<file path="config.mk">
export PLATFORM = sky130hd
export DESIGN_NAME = rtc_subsec_updater
export DESIGN_NICKNAME = d
export VERILOG_FILES = /design/src/rtl/subsec_pkg.sv /design/src/rtl/subsec_rst_sync.sv /design/src/rtl/subsec_scale.sv /design/src/rtl/subsec_drift.sv /design/src/rtl/subsec_filter.sv /design/src/rtl/rtc_subsec_updater.sv
export SDC_FILE = /design/constraint.sdc
export NUM_CORES = 2
export LEC_CHECK = 0
export BUFFER_PORTS_ARGS = -buffer_cell sky130_fd_sc_hd__buf_2
export CORE_UTILIZATION = 55
export CTS_BUF_LIST = sky130_fd_sc_hd__clkbuf_16
export DETAILED_ROUTE_END_ITERATION = 6
export PLACE_DENSITY_LB_ADDON = 0.15
export SYNTH_ARGS = -nofsm -noshare
export SYNTH_HDL_FRONTEND = slang
export SYNTH_SLANG_ARGS = --single-unit
</file>
<file path="constraint.sdc">
create_clock -name clk -period 9.7 [get_ports clk]
set_input_delay 1.455 -clock clk [delete_from_list [all_inputs] [get_ports clk]]
set_output_delay 1.455 -clock clk [all_outputs]
set_load 0.02 [all_outputs]
</file>
<file path="src/rtl/subsec_pkg.sv">
package subsec_pkg;
  localparam int unsigned DEF_CNT_W   = 24;
  localparam int unsigned DEF_SCALE_W = 17;
  localparam int unsigned DEF_SCALE   = 45813;
  localparam int unsigned DEF_FRAC_SH = 8;
  localparam int unsigned DEF_OFS_W   = 32;
  localparam int unsigned DEF_INC_W   = 24;
  localparam int unsigned DEF_HALF_W  = 16;
  localparam int unsigned RAW_DROP    = 4;
  localparam int unsigned OFS_DROP    = 3;
  localparam int unsigned PROD_DROP   = 15;
endpackage

</file>
<file path="src/rtl/subsec_rst_sync.sv">
module subsec_rst_sync (
  input  logic clk,
  input  logic rst_n,
  output logic rst_n_sync
);
  logic [1:0] stg_q;
  logic [1:0] stg_d;

  always_comb begin
    stg_d = {stg_q[0], 1'b1};
  end

  always_ff @(posedge clk or negedge rst_n) begin
    if (!rst_n) stg_q <= 2'b00;
    else        stg_q <= stg_d;
  end

  assign rst_n_sync = stg_q[1];
endmodule

</file>
<file path="src/rtl/subsec_scale.sv">
module subsec_scale #(
  parameter int unsigned CNT_W   = 24,
  parameter int unsigned SCALE_W = 17,
  parameter int unsigned SCALE   = 45813,
  parameter int unsigned FRAC_SH = 8,
  parameter int unsigned OFS_W   = 32,
  localparam int unsigned PROD_W = CNT_W + SCALE_W,
  localparam int unsigned RAW_W  = PROD_W - FRAC_SH
) (
  input  logic             clk,
  input  logic             rst_n,
  input  logic             in_valid,
  input  logic [CNT_W-1:0] in_count,
  input  logic             in_drift_en,
  input  logic [OFS_W-1:0] in_drift_ofs,
  output logic             out_valid,
  output logic [RAW_W-1:0] out_raw,
  output logic             out_drift_en,
  output logic [OFS_W-1:0] out_drift_ofs
);
  logic [PROD_W-1:0] prod_c;
  logic              vld_d;
  logic [RAW_W-1:0]  raw_d;
  logic              en_d;
  logic [OFS_W-1:0]  ofs_d;
  logic              ld_en;

  assign prod_c = PROD_W'(SCALE) * PROD_W'(in_count);
  assign ld_en  = in_valid;

  always_comb begin
    vld_d = in_valid;
    raw_d = out_raw;
    en_d  = out_drift_en;
    ofs_d = out_drift_ofs;
    if (ld_en) begin
      raw_d = prod_c[PROD_W-1:FRAC_SH];
      en_d  = in_drift_en;
      ofs_d = in_drift_ofs;
    end
  end

  always_ff @(posedge clk or negedge rst_n) begin
    if (!rst_n) begin
      out_valid     <= 1'b0;
      out_raw       <= '0;
      out_drift_en  <= 1'b0;
      out_drift_ofs <= '0;
    end else begin
      out_valid     <= vld_d;
      out_raw       <= raw_d;
      out_drift_en  <= en_d;
      out_drift_ofs <= ofs_d;
    end
  end
endmodule

</file>
<file path="src/rtl/subsec_drift.sv">
module subsec_drift #(
  parameter int unsigned RAW_W     = 33,
  parameter int unsigned OFS_W     = 32,
  parameter int unsigned RAW_DROP  = 4,
  parameter int unsigned OFS_DROP  = 3,
  parameter int unsigned PROD_DROP = 15,
  localparam int unsigned RS_W   = RAW_W - RAW_DROP + 1,
  localparam int unsigned OS_W   = OFS_W - OFS_DROP,
  localparam int unsigned MUL_W  = RS_W + OS_W,
  localparam int unsigned CORR_W = MUL_W - PROD_DROP,
  localparam int unsigned NEW_W  = CORR_W + 1
) (
  input  logic             clk,
  input  logic             rst_n,
  input  logic             in_valid,
  input  logic [RAW_W-1:0] in_raw,
  input  logic             in_drift_en,
  input  logic [OFS_W-1:0] in_drift_ofs,
  output logic             out_valid,
  output logic [NEW_W-1:0] out_new
);
  logic signed [RS_W-1:0]  raw_s;
  logic signed [OS_W-1:0]  ofs_s;
  logic signed [MUL_W-1:0] mul_s;
  logic [CORR_W-1:0]       corr;
  logic [NEW_W-1:0]        raw_ext;
  logic [NEW_W-1:0]        corr_ext;
  logic [NEW_W-1:0]        new_d;

  assign raw_s    = $signed({1'b0, in_raw[RAW_W-1:RAW_DROP]});
  assign ofs_s    = $signed(in_drift_ofs[OFS_W-1:OFS_DROP]);
  assign mul_s    = raw_s * ofs_s;
  assign corr     = mul_s[MUL_W-1:PROD_DROP];
  assign raw_ext  = {{(NEW_W-RAW_W){1'b0}}, in_raw};
  assign corr_ext = {{(NEW_W-CORR_W){corr[CORR_W-1]}}, corr};

  always_comb begin
    new_d = out_new;
    if (in_valid) begin
      new_d = in_drift_en ? (raw_ext + corr_ext) : raw_ext;
    end
  end

  always_ff @(posedge clk or negedge rst_n) begin
    if (!rst_n) begin
      out_valid <= 1'b0;
      out_new   <= '0;
    end else begin
      out_valid <= in_valid;
      out_new   <= new_d;
    end
  end
endmodule

</file>
<file path="src/rtl/subsec_filter.sv">
module subsec_filter #(
  parameter int unsigned NEW_W = 45,
  parameter int unsigned INC_W = 24,
  localparam int unsigned SUM_W = NEW_W + 1
) (
  input  logic             clk,
  input  logic             rst_n,
  input  logic             in_valid,
  input  logic [NEW_W-1:0] in_new,
  input  logic             rearm,
  input  logic             seq_start,
  output logic [INC_W-1:0] inc,
  output logic             req
);
  logic             first_q;
  logic             first_d;
  logic [INC_W-1:0] inc_d;
  logic             req_d;
  logic [SUM_W-1:0] old_ext;
  logic [SUM_W-1:0] new_ext;
  logic [SUM_W-1:0] sum;

  assign old_ext = {{(SUM_W-INC_W){1'b0}}, inc};
  assign new_ext = {in_new[NEW_W-1], in_new};
  assign sum     = old_ext + new_ext;

  always_comb begin
    inc_d   = inc;
    first_d = first_q;
    req_d   = req;
    if (seq_start) req_d = 1'b0;
    if (in_valid) begin
      inc_d   = first_q ? in_new[INC_W-1:0] : sum[INC_W:1];
      first_d = 1'b0;
      req_d   = 1'b1;
    end
    if (rearm) first_d = 1'b1;
  end

  always_ff @(posedge clk or negedge rst_n) begin
    if (!rst_n) begin
      inc     <= '0;
      first_q <= 1'b1;
      req     <= 1'b0;
    end else begin
      inc     <= inc_d;
      first_q <= first_d;
      req     <= req_d;
    end
  end
endmodule

</file>
<file path="src/rtl/rtc_subsec_updater.sv">
module rtc_subsec_updater
  import subsec_pkg::*;
#(
  parameter int unsigned CNT_W   = DEF_CNT_W,
  parameter int unsigned SCALE_W = DEF_SCALE_W,
  parameter int unsigned SCALE   = DEF_SCALE,
  parameter int unsigned FRAC_SH = DEF_FRAC_SH,
  parameter int unsigned OFS_W   = DEF_OFS_W,
  parameter int unsigned INC_W   = DEF_INC_W,
  parameter int unsigned HALF_W  = DEF_HALF_W,
  localparam int unsigned RAW_W  = CNT_W + SCALE_W - FRAC_SH,
  localparam int unsigned NEW_W  = (RAW_W - RAW_DROP + 1) + (OFS_W - OFS_DROP) - PROD_DROP + 1
) (
  input  logic                    clk,
  input  logic                    rst_n,
  input  logic                    rearm,
  input  logic                    seq_start,
  input  logic                    meas_valid,
  input  logic [CNT_W-1:0]        meas_count,
  input  logic                    drift_en,
  input  logic [OFS_W-1:0]        drift_ofs,
  output logic [HALF_W-1:0]       inc_lo,
  output logic [INC_W-HALF_W-1:0] inc_hi,
  output logic                    upd_req
);
  logic             rst_n_i;
  logic             s1_valid;
  logic [RAW_W-1:0] s1_raw;
  logic             s1_en;
  logic [OFS_W-1:0] s1_ofs;
  logic             s2_valid;
  logic [NEW_W-1:0] s2_new;
  logic [INC_W-1:0] inc;

  subsec_rst_sync u_rst (
    .clk        (clk),
    .rst_n      (rst_n),
    .rst_n_sync (rst_n_i)
  );

  subsec_scale #(
    .CNT_W(CNT_W), .SCALE_W(SCALE_W), .SCALE(SCALE),
    .FRAC_SH(FRAC_SH), .OFS_W(OFS_W)
  ) u_scale (
    .clk           (clk),
    .rst_n         (rst_n_i),
    .in_valid      (meas_valid),
    .in_count      (meas_count),
    .in_drift_en   (drift_en),
    .in_drift_ofs  (drift_ofs),
    .out_valid     (s1_valid),
    .out_raw       (s1_raw),
    .out_drift_en  (s1_en),
    .out_drift_ofs (s1_ofs)
  );

  subsec_drift #(
    .RAW_W(RAW_W), .OFS_W(OFS_W), .RAW_DROP(RAW_DROP),
    .OFS_DROP(OFS_DROP), .PROD_DROP(PROD_DROP)
  ) u_drift (
    .clk          (clk),
    .rst_n        (rst_n_i),
    .in_valid     (s1_valid),
    .in_raw       (s1_raw),
    .in_drift_en  (s1_en),
    .in_drift_ofs (s1_ofs),
    .out_valid    (s2_valid),
    .out_new      (s2_new)
  );

  subsec_filter #(
    .NEW_W(NEW_W), .INC_W(INC_W)
  ) u_filter (
    .clk       (clk),
    .rst_n     (rst_n_i),
    .in_valid  (s2_valid),
    .in_new    (s2_new),
    .rearm     (rearm),
    .seq_start (seq_start),
    .inc       (inc),
    .req       (upd_req)
  );

  assign inc_lo = inc[HALF_W-1:0];
  assign inc_hi = inc[INC_W-1:HALF_W];
endmodule

</file>
# After elaboration in Yosys (flattened, before gate mapping)
# Index checks and enable logic that the tools add are counted.
[op_classes]
add_sub_neg = 2
mul = 2
n_mux = 6
reduce_logical = 2
[ops]
columns = ["operator", "n"]
rows = [
  ["adder 25 bit", 2],
  ["multiplier 16 x 24 -> 40 bit (first input constant)", 1],
  ["multiplier 29 x 29 -> 40 bit", 1],
  ["2-to-1 mux 25 bit", 1],
  ["2-to-1 mux 24 bit", 1],
  ["2-to-1 mux 1 bit", 4],
  ["nonzero test 2 bit", 2],
]
[totals]
ff_bits = 120
wordCells = 22

# Depth between registers and ports, before layout
[depth]
ltp_word = 3
ltp_mapped = 41

# Hierarchy
# A second synthesis with hierarchy kept.
[unflattened]
cells_unflattened = 4934
hier_area_um2 = 44727.9
[modules_own_cells]
columns = ["module", "instances", "cells_per_inst", "area_each_um2", "seq_area_each_um2"]
rows = [
  ["subsec_drift", 1, 3639, 32049.5, 1151.1],
  ["subsec_scale", 1, 988, 10172.3, 1651.6],
  ["subsec_filter", 1, 304, 2452.4, 651.9],
  ["subsec_rst_sync", 1, 3, 53.8, 50.0],
]

# Worst setup path before layout
# No wires, ideal clock.
[synth_timing]
kind = "register to register"
startpoint = "register u_scale.out_raw[17]"
endpoint = "register u_drift.out_new[24]"
setup_time_ns = 0.137
arrival_time_ns = 9.358
required_time_ns = 9.563
slack_ns = 0.205
stages_incl_launch_ff = 41
n_path_buf = 2
path_cell_list = "dfrtp_1 > clkbuf_1 > clkbuf_1 > and2_1 > fa_1 > fa_1 > fa_1 > inv_1 > fa_1 > inv_1 > fa_1 > inv_1 > fa_1 > inv_1 > fa_1 > inv_1 > fa_1 > inv_1 > [... 5 more ...] > inv_1 > a21oi_1 > nor2b_1 > o21a_1 > nor2_1 > xnor2_1 > ha_1 > o21a_1 > o21a_1 > a311o_1 > a311oi_2 > o21ai_2 > o211a_1 > or4_4 > and4_1 > o21ai_1 > xor2_1 > a21oi_1"
[synth_between]
elab_chain_cells = 3
[synth_lines]
columns = ["item", "line", "text"]
rows = [
  ["start, declared", "subsec_scale.sv:17", "output logic [RAW_W-1:0] out_raw,"],
  ["start signal, assigned", "subsec_scale.sv:51", "out_raw <= raw_d;"],
  ["multiplier 29 x 29 -> 40 bit", "subsec_drift.sv:32", "assign mul_s = raw_s * ofs_s;"],
  ["adder 25 bit (*)", "subsec_drift.sv:40", "new_d = in_drift_en ? (raw_ext + corr_ext) : raw_ext;"],
  ["2-to-1 mux 25 bit (*)", "subsec_drift.sv:40", ""],
  ["end signal, assigned", "subsec_drift.sv:50", "out_new <= new_d;"],
  ["end, declared", "subsec_drift.sv:20", "output logic [NEW_W-1:0] out_new"],
]
# Mark *: on every way between the ends. The rest lies on a longest branch, timed or not.
# A chain may end at the register's enable or synchronous reset.

# Worst setup path in the final report
[layout_timing]
startpoint = "register u_scale.out_drift_ofs[11]"
endpoint = "register u_drift.out_new[24]"
[layout_between]
elab_chain_cells = 3
[layout_lines]
columns = ["item", "line", "text"]
rows = [
  ["start, declared", "subsec_scale.sv:19", "output logic [OFS_W-1:0] out_drift_ofs"],
  ["start signal, assigned", "subsec_scale.sv:53", "out_drift_ofs <= ofs_d;"],
  ["multiplier 29 x 29 -> 40 bit", "subsec_drift.sv:32", ""],
  ["adder 25 bit", "subsec_drift.sv:40", ""],
  ["2-to-1 mux 25 bit", "subsec_drift.sv:40", ""],
]
# No other way between the ends.

==> impl_results.md <==
* Status: completed
* Post-synth top cells: inv_1, fa_1, ha_1
* Cells after Synth at 3638
* Slew HR at 0.3025
* H-tree levels at 4
* Gp weighted congestion at 0.8900
* Post-DP Area at 37020 µm²
* Largest net degree at the start of global routing at 66
* Synth async-reset ratio at 1.000
* Worst path arrival time at about 10000 ps
* Mean area per synthesized cell at ~9.5 µm²
* Grt total ovfl at 0
* Worst-Skew Late Latency at 490 ps
* Count of clock tree sinks at 117
* Worst setup EP type: flop
* Min Hold Slack at 178.6 ps
* DR iter-0 viols at approximately 1300
* Non-Filler Instances at about 4600
* R2R Setup Slk at 110 ps
* Hold Vio Cnt, Final at 0
* Max_cap viols at 0
* DR pass1 iterations at 5
* Slew Viols, Final at 0
* CP peak stage delay at 540 ps
* Least-Margin Pin Slew at approximately 1000 ps
* Clock transition at path regs at 80 ps
* FF+latch count, synth at 117
* Crit Path Max Fanout at 12
* Most used cell along the critical path: fa_1
* Worst clock skew at ~20 ps
* FF-to-FF End: u_drift.out_new[24]
* Warnings from Yosys at 0
* Dominant cell by count in the synthesized netlist: inv_1
* Area grow syn2layout at 10.19%
* Setup WS pre-CTS at -23.65 ps
* Final Cell Area at 38000 µm²
* RSZ-0062 raised after global routing: yes
* Placed Cells incl. Taps at 4579
* Netlist cell types at 61
* Die area at 63700 µm²
* Synth area leader: fa_1
* Die Height at 252.4 µm
* Crit path capture: u_drift.out_new[24]
* DR WL/cell at 18.53 µm
* Crit path launch: u_scale.out_drift_ofs[11]
* Sequential-to-total area share from yosys stat at 0.08494
* First-pass GRT wire length at 141300 µm
* Vias in the first global route at 26259
* WL final at 85680 µm
* Final setup margin at 112.6 ps
* Port bufs at 83
* Max Clk Rate at 104.3 MHz
* Crit start category: flop
* Layout cell share with drive strength beyond 1 at 0.1128
* Hpwl dp at 71600 µm
* Clock buffer depth at 2
* Req. time, crit path at 10040 ps
* Setup Crit Path Kind: reg -> reg
* Ports at 87
* CTS tree: yes
* Initial antenna violation count at 2
* Most common flop cell mapped by yosys: dfrtp_1
* Final setup vio count at 0
* Worst min path class: reg -> async
* Die W at around 250 µm
* Final worst path period share at 0.9884
* DR DRC count at 0
* Fillers at 5373
* Cts hold-fix bufs at 0
* Initial Util at 0.5578
* Syn_nets at 4814
* Routed Antenna Nets at 0
* Worst R2R Path Depth at 38
* Final net count at approximately 5000
* Crit path max-delay cell type: fa_1
* Post-synth EDFFs at 0
* Avg Vias per Cell at 5.277
* Clock root buffer: clkbuf_16
* Vias at 24408
* Mapped Area at between 30000 and 40000 µm²
* Share of the synthesized area in the top cell type at 0.4244
* Min Tclk post-route at 9587 ps
* Overall Global Routing Usage at 0.2898
* TritonCTS buffer count at 17
* Row cnt at between 90 and 100
* Reg2reg start: u_scale.out_drift_ofs[11]
* Area of the core at 61830 µm²
* Largest cells by area after synthesis: fa_1, ha_1, inv_1
## registers in the layout, indices dropped and copies added, names as in the netlist
register,flops
u_scale.out_raw,32
u_scale.out_drift_ofs,29
u_drift.out_new,25
u_filter.inc,24
u_rst.stg_q,2
u_drift.out_valid,1
u_filter.first_q,1
u_filter.req,1
u_scale.out_drift_en,1
u_scale.out_valid,1
## metal layers
layer,global-route usage,vias up,share of wire
met2,0.5112,500,0.51
met4,0.09022,0,0.031
met3,0.02245,105,0.036
met1,0.3798,12605,0.42
met5,0,-,0
li1,-,11198,-
## final cells by class
cell class,instances,area [µm²],area share
Tap cell,837,1047,0.02756
Antenna cell,1,2.502,0.00006586
Timing Repair Buffer,277,2253,0.05930
Sequential cell,117,2948,0.07758
Clock inverter,15,180.2,0.004742
Multi-Input combinational cell,2518,27980,0.7363
Inverter,843,3164,0.08328
Clock buffer,17,425.4,0.01120
## per-stage QoR
| stage | TNS, ps | utilization |
|---|---|---|
| finish | 0 | 0.6146 |
| global route | -214.3 | 0.6146 |
| CTS | 0 | 0.6088 |
| detailed placement | -23.65 | 0.5988 |
| global placement | -22.29 | 0.5988 |
| floorplan | 0 | - |
## logic make-up after synthesis
logic type                 count (synthesis)  synth area share
buffers and inverters                   1003            0.1092
other                                      1         0.0001087
muxes                                     81           0.02565
and+or+nand+nor                          897            0.1305
AOI/OAI and AO/OA                        303           0.05526
adders and majority gates               1114            0.5633
DFF                                      117           0.08494
xor gates and xnor gates                 122           0.03099
## worst min path at each step
stage	endpoint	slack (ps)	cells past startpoint
6_report	u_filter.req	180	0
3_3_place_gp	u_filter.inc[15]	180	0
4_1_cts	u_filter.req	190	0
2_1_floorplan	u_rst.stg_q[1]	330	0
5_1_grt	u_filter.req	200	0
3_5_place_dp	u_filter.inc[15]	190	0
## critical path, delay by kind of cell, from the launching register on
kind	cells	cell delay [ps]
flip-flops	1	470
buffers and inverters	10	1090
adder cells (fa/ha/maj)	10	4620
AO/OA/AOI/OAI	9	1500
AND/OR/NAND/NOR	7	1370
XOR/XNOR	2	380
## layout by cell type (no fill, tap or decap), types with 9 or more instances in the layout
| cell type | Yosys | final |
|---|---|---|
| o21a_1 | 19 | 19 |
| nand2b_1 | 20 | 20 |
| a21o_1 | 43 | 43 |
| dfrtp_2 | 0 | 12 |
| buf_2 | 1 | 82 |
| ha_1 | 383 | 380 |
| and2_1 | 357 | 355 |
| nor2_1 | 103 | 102 |
| clkbuf_16 | 0 | 19 |
| o21ai_0 | 33 | 28 |
| nand3_1 | 18 | 18 |
| mux2_2 | 59 | 59 |
| o21bai_1 | 9 | 9 |
| mux2i_1 | 22 | 22 |
| buf_4 | 0 | 161 |
| dfrtp_1 | 116 | 103 |
| xor2_1 | 32 | 32 |
| nand2_1 | 331 | 331 |
| a21oi_1 | 129 | 126 |
| buf_12 | 0 | 26 |
| nor2b_1 | 24 | 24 |
| nor3_1 | 16 | 15 |
| fa_1 | 731 | 723 |
| xnor2_1 | 90 | 89 |
| inv_1 | 843 | 842 |
## what timing repair did
action / in CTS / in global routing
resized for setup: 3 / 59
endpoints found under the setup margin: 1 / 4
pin swaps: 1 / 46
gates cloned: 0 / 2
endpoints found under the hold margin: 0 / 0
buffers inserted: 0 / 12
Power is not shown: default switching activity piles up to over one toggle a cycle in this logic, so the estimate is an artifact.
